File: src/rtl/serial_regs.sv
module serial_regs #(
  parameter int SHORT_FRAME = 10,
  parameter int LONG_FRAME  = 11,
  parameter int FW          = 4
) (
  input  logic          clk,
  input  logic          rst_n,
  input  logic          cs,
  input  logic          we,
  input  logic [1:0]    addr,
  input  logic [7:0]    wdata,
  output logic [7:0]    rdata,
  output logic [FW-1:0] frame_bits,
  output logic          tx_load,
  output logic [7:0]    tx_byte,
  input  logic          tx_done,
  input  logic          rx_valid,
  input  logic [7:0]    rx_byte,
  input  logic          rx_noise,
  input  logic          rx_frame,
  input  logic          rx_idle,
  output logic          irq
);
  localparam logic [1:0] A_CTL1 = 2'd0, A_CTL2 = 2'd1, A_STAT = 2'd2, A_DATA = 2'd3;
  localparam int B_LONG = 4;
  localparam int B_TIE = 7, B_TCIE = 6, B_RIE = 5, B_ILIE = 4, B_TE = 3, B_RE = 2;

  logic [7:0] ctl1, ctl2, rx_data, tx_hold;
  logic       tdre, tc, rdrf, idle, ovr, nf, fe;
  logic [4:0] pend, flags, clr;
  logic       pending, busy, start;

  wire wr      = cs & we;
  wire rd_stat = cs & ~we & (addr == A_STAT);
  wire rd_data = cs & ~we & (addr == A_DATA);
  wire wr_data = wr & (addr == A_DATA);
  wire rx_take = rx_valid & ctl2[B_RE];
  wire [7:0] status = {tdre, tc, rdrf, idle, ovr, nf, fe, 1'b0};

  assign flags      = {rdrf, idle, ovr, nf, fe};
  assign clr        = rd_data ? pend : 5'b0;
  assign start      = pending & ctl2[B_TE] & ~busy;
  assign tx_byte    = tx_hold;
  assign frame_bits = ctl1[B_LONG] ? FW'(LONG_FRAME) : FW'(SHORT_FRAME);
  assign irq = (ctl2[B_TIE] & tdre) | (ctl2[B_TCIE] & tc) |
               (ctl2[B_RIE] & (rdrf | ovr)) | (ctl2[B_ILIE] & idle);

  always_comb begin
    case (addr)
      A_CTL1:  rdata = ctl1;
      A_CTL2:  rdata = ctl2;
      A_STAT:  rdata = status;
      default: rdata = rx_data;
    endcase
  end

  always_ff @(posedge clk) begin
    if (!rst_n) begin
      ctl1 <= '0; ctl2 <= '0; rx_data <= '0; tx_hold <= '0;
      tdre <= 1'b1; tc <= 1'b1;
      rdrf <= 1'b0; idle <= 1'b0; ovr <= 1'b0; nf <= 1'b0; fe <= 1'b0;
      pend <= '0; pending <= 1'b0; busy <= 1'b0; tx_load <= 1'b0;
    end else begin
      tx_load <= start;
      if (wr && addr == A_CTL1) ctl1 <= wdata;
      if (wr && addr == A_CTL2) ctl2 <= wdata;
      if (wr_data && tdre) begin
        tx_hold <= wdata;
        pending <= 1'b1;
      end
      if (start) begin
        pending <= 1'b0; busy <= 1'b1; tdre <= 1'b0; tc <= 1'b0;
      end else if (tx_done && busy) begin
        busy <= 1'b0; tdre <= 1'b1; tc <= 1'b1;
      end
      if (rx_take) rx_data <= rx_byte;
      rdrf <= rx_take | (rdrf & ~clr[4]);
      idle <= (rx_idle & ctl2[B_RE]) | (idle & ~clr[3]);
      ovr  <= (rx_take & rdrf) | (ovr & ~clr[2]);
      nf   <= (rx_take & rx_noise) | (nf & ~clr[1]);
      fe   <= (rx_take & rx_frame) | (fe & ~clr[0]);
      if (wr || rd_data) pend <= '0;
      else if (rd_stat)  pend <= flags;
    end
  end

  assert_overrun_R7: assert property (@(posedge clk) disable iff (!rst_n)
    (rx_take && rdrf) |=> (ovr && rdrf));
  assert_full_source_R7: assert property (@(posedge clk) disable iff (!rst_n)
    $rose(rdrf) |-> $past(rx_valid));
  assert_drop_keeps_byte_R4: assert property (@(posedge clk) disable iff (!rst_n)
    (wr_data && !tdre) |=> $stable(tx_byte));
  assert_load_clears_R5: assert property (@(posedge clk) disable iff (!rst_n)
    tx_load |-> (!tdre && !tc));
  assert_empty_needs_done_R6: assert property (@(posedge clk) disable iff (!rst_n)
    $rose(tdre) |-> $past(tx_done));
  assert_discard_R10: assert property (@(posedge clk) disable iff (!rst_n)
    (rx_valid && !ctl2[B_RE] && !rdrf) |=> !rdrf);
endmodule

File: config.mk
export PLATFORM = sky130hd
export DESIGN_NAME = serial_regs
export DESIGN_NICKNAME = d
export VERILOG_FILES = /design/src/rtl/serial_regs.sv
export SDC_FILE = /design/constraint.sdc
export NUM_CORES = 1
export LEC_CHECK = 0
export ABC_AREA = 0
export BUFFER_PORTS_ARGS = -buffer_cell sky130_fd_sc_hd__buf_2
export CORE_ASPECT_RATIO = 2
export CORE_MARGIN = 2
export CORE_UTILIZATION = 52
export DETAILED_ROUTE_END_ITERATION = 7
export PLACE_DENSITY_LB_ADDON = 0.3
export SLEW_MARGIN = 20
export SYNTH_ARGS = -nofsm -noshare
export SYNTH_HDL_FRONTEND = slang
export SYNTH_SLANG_ARGS = --single-unit
export TNS_END_PERCENT = 5
File: constraint.sdc
create_clock -name clk -period 1.3 [get_ports clk]
set_input_delay 0.065 -clock clk [delete_from_list [all_inputs] [get_ports clk]]
set_output_delay 0.065 -clock clk [all_outputs]
set_load 0.01 [all_outputs]
==> results by group <==
GRT
  – Vias in the first global route: between 1500 and 2000
  – First-pass GRT wire length: between 6000 and 7000 um
  – GR Overflow Total: 0
  – Pin count of the biggest net entering global routing: 26
  – GRT Overall Usage: a little over a fifth
  – Initial antenna violation count: 0

Critical path
  – Delay-heaviest family, CP: multiplexers
  – Crit-path max FO: 2
  – Crit path capture type: output pin
  – Critical Path Stages: 2
  – Worst Path Arrival: 1280 ps
  – CP max-delay cell: mux4_2
  – Crit path kind: flop to output pin
  – CP max stage delay: a little under 500 ps
  – Critical Path Source Type: flop
  – Worst reg-to-reg path cell count: 4
  – Worst path bufs/invs: 1
  – Req. time, crit path: roughly 1200 ps
  – Crit-path cells: mux4_2, buf_6

Die
  – IO Pins: just under 50
  – Die footprint: 4470 um^2
  – Site row count: 32
  – Initial Utilization: a little over half
  – Core Area: 3800 um^2
  – Die H: just over 90 um
  – Die X: between 40 and 50 um

STA
  – Peak Freq: ~0.74 GHz
  – Clk_skew: roughly 3.6 ps
  – Unrepaired setup endpoints after global routing: yes
  – Hold_ws: -1.38 ps
  – Final WS setup: -45.7 ps
  – Final Hold Viols: 2
  – Min Tclk post-route: between 1000 and 1500 ps
  – Final period utilization: 104%
  – Sum of negative setup slack: -160 ps
  – Endpoints failing setup: 7
  – Slew Viols, Final: 0

Synth
  – Compound-gate portion of the synthesized area: around a tenth
  – Synth warnings: 0
  – XOR/XNOR share of the synthesized area: 0%
  – Synthesized netlist cell count: 213
  – Post-synth cell types: 33
  – Adder-Cell Fraction of Synth Area: 0%
  – Mux contribution to synthesized area: between 15 and 20%
  – Largest family of logic cells by synthesized area: simple AND/OR/NAND/NOR gates
  – Simple-gate share of the synthesized area: 19.7%
  – Sequential area share after synthesis: 45.2%
  – FF+latch count, synth: 46
  – Mean post-synth cell area: roughly 9.6 um^2
  – Post-synthesis cell area: 2040 um^2

Placed design
  – Post-DP Area: 2270 um^2
  – RePlAce Congestion: approximately 0.8
  – Dpl ws: between 100 and 150 ps
  – Dpl hpwl: between 3000 and 4000 um
  – Count of input and output buffers: 45

Detailed routing
  – ANT nets after route: 0
  – Vias per cell: 5.12
  – WL per Instance: 13.8 um
  – Drt initial violations: 43
  – DR DRC count: 0
  – Post-Route WL: roughly 4400 um
  – First-pass DRT Iterations: 4
  – Vias: 1622

Power
  – Post-layout power: roughly 2.7 mW
  – Peak supply drop: 1.15 mV
  – Power Density: around 1100 nW/um^2
  – Leakage: 1.04 nW

Finish
  – Most frequent cells in the layout: nand2_1, buf_2, dfxtp_1
  – Layout cells sized above 1: around 33%
  – Commonest non-fill, non-tap cell in the layout: nand2_1
  – NumNets Final: approximately 300
  – Diodes inserted: 0
  – Final non-filler cell area: about 2500 um^2
  – Area Growth Syn to Fin: 23.1%

Clock network
  – CTS Buf Count: 5
  – CTS sink cnt: between 40 and 50
  – Maximum root-to-sink buffer count: 2
  – Clock Latency Late Sink: slightly below 300 ps
  – Clock root buffer: clkbuf_8
  – Clock Pin Slew Worst Setup and Hold Paths: roughly 80 ps
  – CTS tree: done
  – CTS H-tree lvls: 2

Run status
  – Status: finished, violations left
  – Violated checks: hold timing, setup timing

Hold path
  – Hold WC Path Type: primary input to flop
  – Worst hold stages: 3

Flow run
  – Max Cap Violations: 0
[worst paths after layout]
path                                  from         end  slack [ps]
worst max-delay path                  rdrf    rdata[5]         -50
worst min-delay path            rx_byte[0]  rx_data[0]          -1
worst max register to register     ctl2[2]         ovr         140
worst min register to register  tx_byte[4]  tx_byte[4]         450
[synthesized netlist by cell type, drive strengths merged]
master	count	area, um^2
a211oi	1	7.51
a21oi	22	110
a22o	1	8.76
a311oi	1	8.76
a31o	3	26.3
a31oi	1	6.26
and2	1	6.26
and4b	2	20.0
and4bb	2	25.0
buf	15	118
clkbuf	2	7.51
conb	2	7.51
dfxtp	46	921
inv	2	7.50
mux2	1	11.3
mux2i	21	210
mux4	7	158
nand2	56	210
nand2b	1	6.26
nand3	2	22.5
nand4b	1	23.8
nor2	16	76.3
nor3	1	5.00
o211a	1	10.0
o21ai	4	20.0
or2	1	6.26
[power breakdown]
part | switching [mW] | leakage [nW] | total, mW | internal (mW)
Clock | 0.452 | 0.0575 | 0.989 | 0.537
Combinational | 0.133 | 0.609 | 0.248 | 0.114
Sequential | 0.0119 | 0.377 | 1.44 | 1.42
Total | 0.598 | 1.04 | 2.67 | 2.07
[logic make-up after synthesis]
logic type             after synthesis
DFF                                 46
AOI/OAI and AO/OA                   34
and+or+nand+nor                     83
other                                2
muxes                               29
buffers and inverters               19
[worst reg2reg max path, stage by stage, from the launching register on]
cell     delay (ps)
dfxtp_4         350
buf_4           150
and2_1          200
buf_12          160
a31o_1          200
[routing by layer]
layer  vias up  global-route usage (%)  part of all wire (%)
li1        821                       -                     -
met1       747                    25.6                    39
met2        42                    36.0                    55
met3        12                    4.09                   3.8
met4         0                    9.01                   2.9
met5         -                       0                     0
[area by class of cell]
class | count | area, um^2
clock buffer | 8 | 110
fill | 309 | 1290
inverter | 2 | 7.51
multi-input combinational | 149 | 990
sequential | 46 | 941
tap | 51 | 63.8
timing repair buffer | 61 | 399
[through the flow]
step,std cells,utilization [%]
final,317,66.0
after global routing,317,66.0
after CTS,315,65.5
after detailed placement,300,59.7
after global placement,300,59.7
after floorplan,214,-
[state kept, by name, indices dropped and copies added (netlist names)]
signal and cells:
nf 1, ctl1 8, tx_load 1, rdrf 1
tc 1, tx_byte 8, pending 1, rx_data 8
fe 1, ovr 1, pend 5, busy 1
idle 1, ctl2 8
[what timing repair did]
item | 4_1_cts | 5_1_grt
setup endpoints to repair | 7 | 9
hold buffers | 3 | 1
buffers inserted | 4 | 1
hold endpoints to repair | 3 | 1
gates resized for setup | 17 | 3
(Power assumes the default switching activity.)
